## config.mk

```make
export PLATFORM = sky130hd
export DESIGN_NAME = irq_ack_ctrl
export DESIGN_NICKNAME = d
export VERILOG_FILES = /design/src/rtl/irqack_pkg.sv /design/src/rtl/irqack_src_bank.sv /design/src/rtl/irqack_ipi.sv /design/src/rtl/irqack_pick.sv /design/src/rtl/irq_ack_ctrl.sv
export SDC_FILE = /design/constraint.sdc
export NUM_CORES = 2
export LEC_CHECK = 0
export BUFFER_PORTS_ARGS = -buffer_cell sky130_fd_sc_hd__buf_2
export CORE_MARGIN = 3
export CORE_UTILIZATION = 27
export CTS_CLUSTER_SIZE = 10
export DETAILED_ROUTE_END_ITERATION = 6
export PLACE_DENSITY = 0.53
export SLEW_MARGIN = 30
export SYNTH_ARGS = -nofsm -noshare
export SYNTH_HDL_FRONTEND = slang
export SYNTH_SLANG_ARGS = --single-unit
```

## constraint.sdc

```tcl
create_clock -name clk -period 2.58 [get_ports clk]
set_input_delay 0.387 -clock clk [delete_from_list [all_inputs] [get_ports clk]]
set_output_delay 0.387 -clock clk [all_outputs]
set_load 0.02 [all_outputs]
```

## src/rtl/irqack_pkg.sv

```systemverilog
package irqack_pkg;

    localparam logic [15:0] OFS_CONFIG   = 16'h0004;
    localparam logic [15:0] OFS_ACK      = 16'h2004;
    localparam logic [15:0] OFS_IPI_SET  = 16'h2008;
    localparam logic [15:0] OFS_IPI_CLR  = 16'h200C;
    localparam logic [15:0] OFS_IPI_DIS  = 16'h2024;
    localparam logic [15:0] OFS_IPI_ENA  = 16'h2028;
    localparam logic [15:0] OFS_AFF_BASE = 16'h3000;
    localparam logic [15:0] OFS_DIS_BASE = 16'h4100;
    localparam logic [15:0] OFS_ENA_BASE = 16'h4180;

    localparam int IPI_SELF_BIT  = 31;
    localparam int IPI_OTHER_BIT = 0;

    localparam logic [11:0] NUM_IPI_OTHER = 12'd1;
    localparam logic [11:0] NUM_IPI_SELF  = 12'd2;

    typedef enum logic [3:0] {
        KIND_NONE = 4'd0,
        KIND_EXT  = 4'd1,
        KIND_IPI  = 4'd4
    } evt_kind_e;

    typedef enum logic [1:0] {
        WIN_NONE,
        WIN_SELF,
        WIN_OTHER,
        WIN_EXT
    } winner_e;

    typedef enum logic [1:0] {
        OP_IDLE,
        OP_WRITE,
        OP_READ,
        OP_ACK
    } bus_op_e;

    function automatic logic [31:0] pack_ack(evt_kind_e kind, logic [11:0] num);
        return {12'd0, kind, 4'd0, num};
    endfunction

endpackage

```

## src/rtl/irqack_src_bank.sv

```systemverilog
module irqack_src_bank
    import irqack_pkg::*;
#(
    parameter int NUM_SRC = 64,
    parameter int AFF_W   = 8,
    parameter int SRC_W   = (NUM_SRC > 1) ? $clog2(NUM_SRC) : 1
) (
    input  logic               clk,
    input  logic               rst_n,
    input  logic               wr_en,
    input  logic [15:0]        addr,
    input  logic [31:0]        wdata,
    input  logic               ack_clr,
    input  logic [SRC_W-1:0]   ack_idx,
    output logic [NUM_SRC-1:0] en_vec,
    output logic [NUM_SRC-1:0] tgt_vec,
    output logic               rd_hit,
    output logic [31:0]        rd_word
);

    localparam int NUM_BANK = (NUM_SRC + 31) / 32;

    logic [AFF_W-1:0]       aff_arr [NUM_SRC];
    logic [NUM_BANK*32-1:0] en_pad;

    for (genvar i = 0; i < NUM_SRC; i++) begin : g_src
        localparam int BK = i / 32;
        localparam int BT = i % 32;
        localparam logic [15:0] A_AFF = OFS_AFF_BASE + 16'(4 * i);
        localparam logic [15:0] A_DIS = OFS_DIS_BASE + 16'(4 * BK);
        localparam logic [15:0] A_ENA = OFS_ENA_BASE + 16'(4 * BK);

        logic             en_q;
        logic [AFF_W-1:0] aff_q;

        always_ff @(posedge clk) begin
            if (!rst_n) begin
                en_q <= 1'b0;
            end else if (ack_clr && ack_idx == SRC_W'(i)) begin
                en_q <= 1'b0;
            end else if (wr_en && addr == A_DIS && wdata[BT]) begin
                en_q <= 1'b0;
            end else if (wr_en && addr == A_ENA && wdata[BT]) begin
                en_q <= 1'b1;
            end
        end

        always_ff @(posedge clk) begin
            if (!rst_n) begin
                aff_q <= '0;
            end else if (wr_en && addr == A_AFF) begin
                aff_q <= wdata[AFF_W-1:0];
            end
        end

        assign en_vec[i]  = en_q;
        assign tgt_vec[i] = aff_q[0];
        assign aff_arr[i] = aff_q;
    end

    always_comb begin
        en_pad = '0;
        en_pad[NUM_SRC-1:0] = en_vec;
    end

    always_comb begin
        rd_hit  = 1'b0;
        rd_word = '0;
        if (addr[1:0] == 2'b00 && addr >= OFS_AFF_BASE &&
            addr < OFS_AFF_BASE + 16'(4 * NUM_SRC)) begin
            rd_hit  = 1'b1;
            rd_word = 32'(aff_arr[SRC_W'((addr - OFS_AFF_BASE) >> 2)]);
        end else begin
            for (int k = 0; k < NUM_BANK; k++) begin
                if (addr == OFS_DIS_BASE + 16'(4 * k) ||
                    addr == OFS_ENA_BASE + 16'(4 * k)) begin
                    rd_hit  = 1'b1;
                    rd_word = en_pad[k*32 +: 32];
                end
            end
        end
    end


    ext_ack_masks_chk: assert property (@(posedge clk) disable iff (!rst_n)
        ack_clr |=> !en_vec[$past(ack_idx)]);

endmodule

```

## src/rtl/irqack_ipi.sv

```systemverilog
module irqack_ipi (
    input  logic clk,
    input  logic rst_n,
    input  logic set_wr,
    input  logic clr_wr,
    input  logic ena_wr,
    input  logic dis_wr,
    input  logic bit_self,
    input  logic bit_other,
    input  logic ack_self,
    input  logic ack_other,
    output logic self_pend,
    output logic other_pend,
    output logic self_ena,
    output logic other_ena
);

    always_ff @(posedge clk) begin
        if (!rst_n) begin
            self_pend  <= 1'b0;
            other_pend <= 1'b0;
        end else begin
            if (ack_self || (clr_wr && bit_self)) begin
                self_pend <= 1'b0;
            end else if (set_wr && bit_self) begin
                self_pend <= 1'b1;
            end
            if (ack_other || (clr_wr && bit_other)) begin
                other_pend <= 1'b0;
            end else if (set_wr && bit_other) begin
                other_pend <= 1'b1;
            end
        end
    end

    always_ff @(posedge clk) begin
        if (!rst_n) begin
            self_ena  <= 1'b0;
            other_ena <= 1'b0;
        end else begin
            if (dis_wr && bit_self) begin
                self_ena <= 1'b0;
            end else if (ena_wr && bit_self) begin
                self_ena <= 1'b1;
            end
            if (dis_wr && bit_other) begin
                other_ena <= 1'b0;
            end else if (ena_wr && bit_other) begin
                other_ena <= 1'b1;
            end
        end
    end


    ipi_self_ack_chk: assert property (@(posedge clk) disable iff (!rst_n)
        ack_self |=> !self_pend);


    ipi_other_ack_chk: assert property (@(posedge clk) disable iff (!rst_n)
        ack_other |=> !other_pend);

endmodule

```

## src/rtl/irqack_pick.sv

```systemverilog
module irqack_pick
    import irqack_pkg::*;
#(
    parameter int NUM_SRC = 64,
    parameter int SRC_W   = (NUM_SRC > 1) ? $clog2(NUM_SRC) : 1
) (
    input  logic               clk,
    input  logic               rst_n,
    input  logic               self_pend,
    input  logic               other_pend,
    input  logic               self_ena,
    input  logic               other_ena,
    input  logic [NUM_SRC-1:0] src_level,
    input  logic [NUM_SRC-1:0] en_vec,
    input  logic [NUM_SRC-1:0] tgt_vec,
    output winner_e            winner,
    output logic [SRC_W-1:0]   ext_idx,
    output logic               any_evt
);

    logic [NUM_SRC-1:0] elig;
    logic               ext_found;

    assign elig = src_level & en_vec & tgt_vec;

    always_comb begin
        ext_found = 1'b0;
        ext_idx   = '0;
        for (int i = NUM_SRC - 1; i >= 0; i--) begin
            if (elig[i]) begin
                ext_found = 1'b1;
                ext_idx   = SRC_W'(i);
            end
        end
    end

    always_comb begin
        if (self_pend && self_ena) begin
            winner = WIN_SELF;
        end else if (other_pend && other_ena) begin
            winner = WIN_OTHER;
        end else if (ext_found) begin
            winner = WIN_EXT;
        end else begin
            winner = WIN_NONE;
        end
    end

    assign any_evt = (winner != WIN_NONE);


    ext_pick_eligible_chk: assert property (@(posedge clk) disable iff (!rst_n)
        (winner == WIN_EXT) |-> (src_level[ext_idx] && en_vec[ext_idx] && tgt_vec[ext_idx]));


    ext_after_ipi_chk: assert property (@(posedge clk) disable iff (!rst_n)
        (winner == WIN_EXT) |-> !(self_pend && self_ena) && !(other_pend && other_ena));

endmodule

```

## src/rtl/irq_ack_ctrl.sv

```systemverilog
module irq_ack_ctrl
    import irqack_pkg::*;
#(
    parameter int NUM_SRC = 64,
    parameter int AFF_W   = 8
) (
    input  logic               clk,
    input  logic               rst_n,
    input  logic               bus_req,
    input  logic               bus_we,
    input  logic [15:0]        bus_addr,
    input  logic [31:0]        bus_wdata,
    output logic [31:0]        bus_rdata,
    input  logic [NUM_SRC-1:0] src_level,
    output logic               irq_out
);

    localparam int SRC_W = (NUM_SRC > 1) ? $clog2(NUM_SRC) : 1;

    bus_op_e            op;
    winner_e            winner;
    logic [SRC_W-1:0]   ext_idx;
    logic               any_evt;
    logic [NUM_SRC-1:0] en_vec;
    logic [NUM_SRC-1:0] tgt_vec;
    logic               bank_hit;
    logic [31:0]        bank_word;
    logic               self_pend, other_pend, self_ena, other_ena;
    logic               wr_en, ack_do;
    logic [31:0]        ack_word;
    logic [31:0]        rd_next;
    logic [31:0]        rdata_q;
    logic               irq_q;

    always_comb begin
        unique case ({bus_req, bus_we})
            2'b11:   op = OP_WRITE;
            2'b10:   op = (bus_addr == OFS_ACK) ? OP_ACK : OP_READ;
            default: op = OP_IDLE;
        endcase
    end

    assign wr_en  = (op == OP_WRITE);
    assign ack_do = (op == OP_ACK);

    irqack_src_bank #(
        .NUM_SRC (NUM_SRC),
        .AFF_W   (AFF_W),
        .SRC_W   (SRC_W)
    ) u_bank (
        .clk     (clk),
        .rst_n   (rst_n),
        .wr_en   (wr_en),
        .addr    (bus_addr),
        .wdata   (bus_wdata),
        .ack_clr (ack_do && winner == WIN_EXT),
        .ack_idx (ext_idx),
        .en_vec  (en_vec),
        .tgt_vec (tgt_vec),
        .rd_hit  (bank_hit),
        .rd_word (bank_word)
    );

    irqack_ipi u_ipi (
        .clk        (clk),
        .rst_n      (rst_n),
        .set_wr     (wr_en && bus_addr == OFS_IPI_SET),
        .clr_wr     (wr_en && bus_addr == OFS_IPI_CLR),
        .ena_wr     (wr_en && bus_addr == OFS_IPI_ENA),
        .dis_wr     (wr_en && bus_addr == OFS_IPI_DIS),
        .bit_self   (bus_wdata[IPI_SELF_BIT]),
        .bit_other  (bus_wdata[IPI_OTHER_BIT]),
        .ack_self   (ack_do && winner == WIN_SELF),
        .ack_other  (ack_do && winner == WIN_OTHER),
        .self_pend  (self_pend),
        .other_pend (other_pend),
        .self_ena   (self_ena),
        .other_ena  (other_ena)
    );

    irqack_pick #(
        .NUM_SRC (NUM_SRC),
        .SRC_W   (SRC_W)
    ) u_pick (
        .clk        (clk),
        .rst_n      (rst_n),
        .self_pend  (self_pend),
        .other_pend (other_pend),
        .self_ena   (self_ena),
        .other_ena  (other_ena),
        .src_level  (src_level),
        .en_vec     (en_vec),
        .tgt_vec    (tgt_vec),
        .winner     (winner),
        .ext_idx    (ext_idx),
        .any_evt    (any_evt)
    );

    always_comb begin
        unique case (winner)
            WIN_SELF:  ack_word = pack_ack(KIND_IPI, NUM_IPI_SELF);
            WIN_OTHER: ack_word = pack_ack(KIND_IPI, NUM_IPI_OTHER);
            WIN_EXT:   ack_word = pack_ack(KIND_EXT, 12'(ext_idx));
            default:   ack_word = pack_ack(KIND_NONE, 12'd0);
        endcase
    end

    always_comb begin
        rd_next = '0;
        if (op == OP_ACK) begin
            rd_next = ack_word;
        end else if (bus_addr == OFS_CONFIG) begin
            rd_next = {16'd0, 16'(NUM_SRC)};
        end else if (bus_addr == OFS_IPI_SET) begin
            rd_next[IPI_SELF_BIT]  = self_pend;
            rd_next[IPI_OTHER_BIT] = other_pend;
        end else if (bus_addr == OFS_IPI_ENA) begin
            rd_next[IPI_SELF_BIT]  = self_ena;
            rd_next[IPI_OTHER_BIT] = other_ena;
        end else if (bank_hit) begin
            rd_next = bank_word;
        end
    end

    always_ff @(posedge clk) begin
        if (!rst_n) begin
            rdata_q <= '0;
        end else if (op == OP_READ || op == OP_ACK) begin
            rdata_q <= rd_next;
        end
    end

    always_ff @(posedge clk) begin
        if (!rst_n) begin
            irq_q <= 1'b0;
        end else begin
            irq_q <= any_evt;
        end
    end

    assign bus_rdata = rdata_q;
    assign irq_out   = irq_q;


    ack_kind_legal_chk: assert property (@(posedge clk) disable iff (!rst_n)
        ack_do |=> (bus_rdata[19:16] == 4'd0 || bus_rdata[19:16] == 4'd1 ||
                    bus_rdata[19:16] == 4'd4));


    empty_ack_zero_chk: assert property (@(posedge clk) disable iff (!rst_n)
        (ack_do && !any_evt) |=> (bus_rdata == 32'd0));


    rdata_hold_chk: assert property (@(posedge clk) disable iff (!rst_n)
        (op == OP_IDLE || op == OP_WRITE) |=> $stable(bus_rdata));

endmodule

```

# --- Yosys cells after proc, flatten, opt, wreduce, memory -nomap -nowiden ---
# Index checks and enable logic that the tools add are counted.
# W data, S select, Z words.
op_classes:
  reduce_logical: 355
  n_eq_ne: 145
  mux: 152
  add_sub_neg: 1
  bitwise: 4
  magnitude_cmp: 3
ops:
  columns: ["operator", "n"]
  rows:
  - ["$eq A16 B14 Y1 const B", 69]
  - ["$mux W6", 64]
  - ["$logic_and A1 B1 Y1", 279]
  - ["$eq A6 B6 Y1 const B", 32]
  - ["$mux W32", 6]
  - ["$reduce_or A3 Y1", 64]
  - ["$and A64 B64 Y64", 2]
  - ["$eq A6 B5 Y1 const B", 16]
  - ["$mux W1", 72]
  - ["$eq A16 B15 Y1 const B", 4]
  - ["$mux W30", 2]
  - ["$pmux W19 S3", 1]
  - ["$bmux W8 S6", 1]
  - ["$eq A6 B4 Y1 const B", 8]
  - ["$eq A6 B3 Y1 const B", 4]
  - ["$eq A16 B3 Y1 const B", 1]
  - ["$ge A16 B14 Y1 const B", 1]
  - ["$lt A16 B14 Y1 const B", 1]
  - ["$mux W8", 2]
  - ["$eq A2 B2 Y1 const B", 6]
  - ["$eq A6 B2 Y1 const B", 2]
  - ["$reduce_or A2 Y1", 4]
  - ["$sub A8 B1 Y8 const B", 1]
  - ["$ge A7 B7 Y1 const B", 1]
  - ["10 further kinds", 17]
totals:
  out_inout_bits: 33
  regBits: 613
  inputBits: 116

# --- Longest topological paths before layout ---
logic_depth:
  ltp_word: 73
  depth_mapped: 12
  depth_no_buf: 10

# --- Cells and area by module ---
# Synthesis repeated with hierarchy kept, for this count alone.
hier_totals:
  hier_cells: 3111
  hier_area_um2: 31778.0
modules_own_cells:
  columns: ["mod", "cells_per_inst", "area_each_um2", "instances"]
  rows:
  - ["irqack_src_bank", 2674, 28652.5, 1]
  - ["irq_ack_ctrl", 206, 1702.9, 1]
  - ["irqack_pick", 218, 1283.7, 1]
  - ["irqack_ipi", 13, 138.9, 1]

# --- Least setup slack after synthesis ---
# No wires, ideal clock.
synth_path:
  path_kind: "input-to-reg"
  from: "input src_level[1]"
  to: "register rdata_q[18] (netlist: bus_rdata[18])"
  setup_slack_ns: -0.176
  required_time_ns: 2.464
  cell_stages: 10
  t_arrival_ns: 2.640
  cell_sequence: "nand3_1 -> nand4_1 -> or2_2 -> or2_2 -> or3_1 -> a21boi_0 -> ha_1 -> a222oi_1 -> nand2_1 -> o211a_1"
synth_between:
  elab_chain_len: 10
  word_cells_on_any_way: 12
  cone_classes: "eq/ne (3); mux (7); bitwise (2)"
synth_rtl:
  columns: ["item", "line_no", "rtl"]
  rows:
  - ["from (decl)", "irq_ack_ctrl.sv:14", "input logic [NUM_SRC-1:0] src_level,"]
  - ["$and A64 B64 Y64 (*) (2 in series)", "irqack_pick.sv:24", "assign elig = src_level & en_vec & tgt_vec;"]
  - ["$mux W1 (*) (2 in series)", "irqack_pick.sv:30", "if (elig[i]) begin"]
  - ["$mux W2 (*)", "irqack_pick.sv:42", "end else if (ext_found) begin"]
  - ["$mux W2 (*)", "irqack_pick.sv:40", "end else if (other_pend && other_ena) begin"]
  - ["$mux W2 (*)", "irqack_pick.sv:38", "if (self_pend && self_ena) begin"]
  - ["$eq A2 B2 Y1 / $eq A2 B1 Y1 (equally long branches)", "irq_ack_ctrl.sv:100", "unique case (winner)"]
  - ["$pmux W19 S3 (*)", "irq_ack_ctrl.sv:100", null]
  - ["$mux W32 (*)", "irq_ack_ctrl.sv:110", "if (op == OP_ACK) begin"]
  - ["to (signal assigned)", "irq_ack_ctrl.sv:129", "rdata_q <= rd_next;"]
  - ["to (decl)", "irq_ack_ctrl.sv:32", "logic [31:0] rdata_q;"]
# Mark *: on every way between the ends. The rest lies on a longest branch, timed or not.
# A chain may end at the register's enable or synchronous reset.

# --- Final worst setup path ---
layout_path:
  from: "register u_bank.g_src[35].aff_q[0]"
  to: "register rdata_q[18] (netlist: bus_rdata[18])"
layout_between:
  elab_chain_len: 43
  word_cells_on_any_way: 45
  cone_classes: "eq/ne (3); mux (41); bitwise (1)"
layout_rtl:
  columns: ["item", "line_no", "rtl"]
  rows:
  - ["from (decl)", "irqack_src_bank.sv:34", "logic [AFF_W-1:0] aff_q;"]
  - ["from (signal assigned)", "irqack_src_bank.sv:52", "aff_q <= wdata[AFF_W-1:0];"]
  - ["$and A64 B64 Y64 (*)", "irqack_pick.sv:24", null]
  - ["$mux W1 (*) (36 in series)", "irqack_pick.sv:30", null]
  - ["$mux W2 (*)", "irqack_pick.sv:42", null]
  - ["$mux W2 (*)", "irqack_pick.sv:40", null]
  - ["$mux W2 (*)", "irqack_pick.sv:38", null]
  - ["$eq A2 B2 Y1 / $eq A2 B1 Y1 (equally long branches)", "irq_ack_ctrl.sv:100", null]
  - ["$pmux W19 S3 (*)", "irq_ack_ctrl.sv:100", null]
  - ["$mux W32 (*)", "irq_ack_ctrl.sv:110", null]
# Marks and branches as above.

==> Implementation_results.wiki <==
{| class="wikitable"
! Metric !! Value
|-
| Clock insertion delay at the later pin of the skew report || 0.64 ns
|-
| Part of the cycle the worst path needs || 105%
|-
| Global-route congestion overflow total || 0
|-
| Leakage power summed over all cells || 14.0 nW
|-
| Synthesized area || 29500 sq um
|-
| Netlist cell types || 72
|-
| Worst slew margin relative to its limit || 38.4%
|-
| Layout overhead on the synthesized area || 31.3%
|-
| Number of top-level pins || 149
|-
| Power density relative to cell area || 526 nW/um^2
|-
| Die outline area || 113000 sq um
|-
| Overall fraction of global-route tracks in use || 21.6%
|-
| Avg WL per Cell || 22.9 um
|-
| Data required time at the worst endpoint || 3.12 ns
|-
| Area of the core region || 108000 sq um
|-
| Post-layout min period || 2.72 ns
|-
| Initial DRC Count || 2818
|-
| Total Wirelength || 126000 um
|-
| Number of cells traversed by the worst hold path || 4
|-
| EDFF count, synth || 0
|-
| Synthesized instance count || 3506
|-
| Vias in the first global route || 27400
|-
| Buffers on Ports || 148
|-
| Clock Sink Count || 613
|-
| Combinational family with the most area after synthesis || simple AND/OR/NAND/NOR gates
|-
| Max Clock Freq || 0.368 GHz
|-
| Max_cap viols || 0
|-
| Minimum setup slack after placement || -0.571 ns
|-
| Share of synthesized area spent on multiplexers || 10.9%
|-
| Post-route DRC violation count || 0
|-
| Half-perimeter wire length after placement || 92100 um
|-
| Fin area || 38800 sq um
|-
| Final-layout setup total negative slack || -0.464 ns
|-
| Final cell utilization of the core || 36.0%
|-
| Cell depth of the worst flop-to-flop path || 12
|-
| Post-Route Hold Slack || 0.0645 ns
|-
| Clock tree from TritonCTS || built
|-
| Avg Vias per Cell || 5.21
|-
| Width of the die || 337 um
|-
| Number of rows in the core area || 120
|-
| Die Ht || 337 um
|-
| Worst setup path category || flip-flop to flip-flop
|-
| Initial core utilization || 27.4%
|-
| Layout cell share with drive strength beyond 1 || 27.2%
|-
| Clock tree skew after final layout || 0.0370 ns
|-
| Worst setup margin || -0.137 ns
|-
| Final Hold Violating Endpoints || 0
|-
| Share of synthesized cell area in and, or, nand and nor gates || 24.0%
|-
| Number of CTS-inserted buffers || 73
|-
| Pin count of the biggest net entering global routing || 137
|-
| Area fraction in compound gates after synthesis || 20.2%
|-
| First-pass GRT wire length || 185000 um
|-
| Post-CTS clock slew at the launch and capture registers of the worst setup and hold paths || 0.06 ns
|-
| Failing checks || negative setup slack
|-
| Final Net Count || 4184
|-
| Number of endpoints failing setup at the final stage || 15
|-
| Critical Path Source Type || flip-flop
|-
| Final Wtd Congestion || 1.01
|-
| Worst min-delay path class || input pin to flip-flop
|-
| Level count of the clock H-tree || 3
|-
| Post-synthesis net count || 3623
|-
| Category of the worst setup path capture point || flip-flop
|-
| Tightest Pin Transition || 0.925 ns
|-
| Flops & latches, synth || 613
|-
| Number of placed instances, taps included || 5375
|-
| Number of warnings issued by yosys || 0
|-
| Total power || 20.4 mW
|-
| Clock tree root driver cell || sky130_fd_sc_hd__clkbuf_16
|-
| Worst supply voltage drop on vdd || 0.000385 V
|-
| Total cell area at the placement stage || 36000 sq um
|-
| Proportion of synthesized chip area in sequential cells || 41.5%
|-
| Endpoint arrival time on the critical path || 3.25 ns
|-
| Non-Filler Instances || 5503
|-
| Per-instance average area after synthesis || 8.43 sq um
|-
| Max FO, Critical Path || 3
|-
| Number of antenna violations at the first check in global routing || 11
|-
| Xor/xnor cell area share of the yosys netlist || 0%
|-
| FILL cells || 11100
|-
| Remaining antenna violation count after routing || 0
|-
| Setup repair after global routing missed its margin || true
|-
| Proportion of synthesized flip-flops having asynchronous set or reset || 0%
|-
| Most used flip-flop cell after synthesis || sky130_fd_sc_hd__dfxtp_1
|-
| Adder and majority gate portion of the synthesized area || 0.0423%
|-
| Largest buffer count on any clock path || 3
|-
| Drt first pass iters || 5
|-
| Final-report max-slew violation count || 0
|-
| Routed via count || 28700
|-
| Run status || complete, but fails checks
|}
Yosys cell counts (3+ instances only):
master | n | share of area (%)
sky130_fd_sc_hd__a2111oi_0 | 3 | 0.089
sky130_fd_sc_hd__a211oi_1 | 47 | 1.2
sky130_fd_sc_hd__a21boi_0 | 495 | 13
sky130_fd_sc_hd__a21boi_1 | 19 | 0.48
sky130_fd_sc_hd__a21o_1 | 27 | 0.69
sky130_fd_sc_hd__a21oi_1 | 67 | 1.1
sky130_fd_sc_hd__a221oi_1 | 9 | 0.27
sky130_fd_sc_hd__a22oi_1 | 21 | 0.53
sky130_fd_sc_hd__a31oi_1 | 23 | 0.49
sky130_fd_sc_hd__and2_1 | 32 | 0.68
sky130_fd_sc_hd__and3_1 | 19 | 0.40
sky130_fd_sc_hd__buf_1 | 4 | 0.051
sky130_fd_sc_hd__buf_2 | 28 | 0.47
sky130_fd_sc_hd__buf_4 | 15 | 0.38
sky130_fd_sc_hd__buf_6 | 5 | 0.19
sky130_fd_sc_hd__clkbuf_1 | 174 | 2.2
sky130_fd_sc_hd__dfxtp_1 | 613 | 42
sky130_fd_sc_hd__inv_1 | 3 | 0.038
sky130_fd_sc_hd__mux2_2 | 7 | 0.27
sky130_fd_sc_hd__mux2i_1 | 5 | 0.17
sky130_fd_sc_hd__mux4_2 | 137 | 10
sky130_fd_sc_hd__nand2_1 | 1280 | 16
sky130_fd_sc_hd__nand2b_1 | 10 | 0.21
sky130_fd_sc_hd__nand3_1 | 112 | 1.9
sky130_fd_sc_hd__nand4_1 | 23 | 0.49
sky130_fd_sc_hd__nor2_1 | 100 | 1.3
sky130_fd_sc_hd__nor2_2 | 13 | 0.28
sky130_fd_sc_hd__nor2_4 | 11 | 0.42
sky130_fd_sc_hd__nor2b_1 | 16 | 0.34
sky130_fd_sc_hd__nor3_1 | 19 | 0.32
sky130_fd_sc_hd__nor3_2 | 3 | 0.10
sky130_fd_sc_hd__nor4_1 | 12 | 0.25
sky130_fd_sc_hd__nor4b_1 | 3 | 0.089
sky130_fd_sc_hd__o211a_1 | 3 | 0.10
sky130_fd_sc_hd__o211ai_1 | 5 | 0.13
sky130_fd_sc_hd__o21ai_0 | 50 | 0.85
sky130_fd_sc_hd__o221a_2 | 3 | 0.11
sky130_fd_sc_hd__o221ai_1 | 4 | 0.12
sky130_fd_sc_hd__o22ai_1 | 31 | 0.66
sky130_fd_sc_hd__or2_2 | 6 | 0.13
sky130_fd_sc_hd__or3_1 | 6 | 0.13
flip-flops by register name (all words and copies together), names as in the netlist:
register            cells
bus_rdata              32
irq_out                 1
u_bank.g_src.aff_q    512
u_bank.g_src.en_q      64
u_ipi.other_ena         1
u_ipi.other_pend        1
u_ipi.self_ena          1
u_ipi.self_pend         1
cells by family after synthesis:
| group | Yosys count |
|---|---|
| AOI/OAI and AO/OA | 832 |
| adders and majority gates | 1 |
| buffers and inverters | 229 |
| DFF | 613 |
| muxes | 149 |
| and+or+nand+nor | 1682 |
cell type report:
type | instances | area (sq um) | share of cell area (%)
diodes | 8 | 20.0 | 0.0516
clock buffers | 93 | 1960 | 5.06
clock inverters | 7 | 105 | 0.271
inverters | 3 | 11.3 | 0.0290
multi-input cells | 2664 | 16800 | 43.3
flip-flops and latches | 613 | 12300 | 31.8
well taps | 1403 | 1760 | 4.52
repair buffers | 712 | 5780 | 14.9
power by group:
part           total [mW]  internal [mW]  leakage, nW  switching (mW)
sequential           9.48           9.47         4.96          0.0132
clock                9.59           5.41         1.01            4.18
combinational        1.32          0.508         8.04           0.814
routing by layer:
| metal | up-vias | routed length, um | track usage, % |
|---|---|---|---|
| met5 | - | 0 | 0 |
| met4 | 0 | 4510 | 7.68 |
| met3 | 202 | 10800 | 3.36 |
| met2 | 1259 | 55600 | 33.9 |
| met1 | 13900 | 54900 | 30.1 |
| li1 | 13300 | - | - |
layout by cell type (no fill, tap or decap), types with 17 or more instances in the layout:
cell type,n
sky130_fd_sc_hd__a211oi_1,26
sky130_fd_sc_hd__a211oi_2,21
sky130_fd_sc_hd__a21boi_0,494
sky130_fd_sc_hd__a21boi_1,19
sky130_fd_sc_hd__a21o_1,26
sky130_fd_sc_hd__a21oi_1,64
sky130_fd_sc_hd__a22oi_1,21
sky130_fd_sc_hd__a31oi_1,22
sky130_fd_sc_hd__and2_1,31
sky130_fd_sc_hd__buf_12,58
sky130_fd_sc_hd__buf_2,145
sky130_fd_sc_hd__buf_4,495
sky130_fd_sc_hd__clkbuf_16,76
sky130_fd_sc_hd__dfxtp_1,572
sky130_fd_sc_hd__dfxtp_2,34
sky130_fd_sc_hd__mux4_2,137
sky130_fd_sc_hd__nand2_1,1278
sky130_fd_sc_hd__nand3_1,93
sky130_fd_sc_hd__nand4_1,23
sky130_fd_sc_hd__nor2_1,94
sky130_fd_sc_hd__nor3_1,17
sky130_fd_sc_hd__o21ai_0,47
sky130_fd_sc_hd__o22ai_1,31
timing repair:
item / CTS / global route
buffers inserted: 15 / 4
setup endpoints to repair: 70 / 64
hold buffers: 0 / 0
resized for setup: 40 / 114
pin swaps: 13 / 33
gates cloned: 0 / 2
critical path, stage by stage, from the launching register on:
cell,delay [ns]
sky130_fd_sc_hd__dfxtp_2,0.34
sky130_fd_sc_hd__nand3_2,0.08
sky130_fd_sc_hd__nand4_1,0.12
sky130_fd_sc_hd__buf_4,0.17
sky130_fd_sc_hd__nor4b_4,0.27
sky130_fd_sc_hd__buf_4,0.17
sky130_fd_sc_hd__nand4_1,0.12
sky130_fd_sc_hd__or3_4,0.46
sky130_fd_sc_hd__a21boi_2,0.13
sky130_fd_sc_hd__ha_1,0.23
sky130_fd_sc_hd__a222oi_1,0.29
sky130_fd_sc_hd__nand2_1,0.09
sky130_fd_sc_hd__o211a_1,0.13
worst paths after layout:
| check | startpoint | to | slack (ns) |
|---|---|---|---|
| worst max-delay path | u_bank.g_src[35].aff_q[0] | bus_rdata[18] | -0.14 |
| worst min-delay path | bus_wdata[10] | u_bank.g_src[42].en_q | 0.06 |
| worst min register to register | u_bank.g_src[58].aff_q[5] | u_bank.g_src[58].aff_q[5] | 0.45 |
| worst max register to register | u_bank.g_src[35].aff_q[0] | bus_rdata[18] | -0.14 |
No activity file was read; power rests on OpenSTA's default activity.
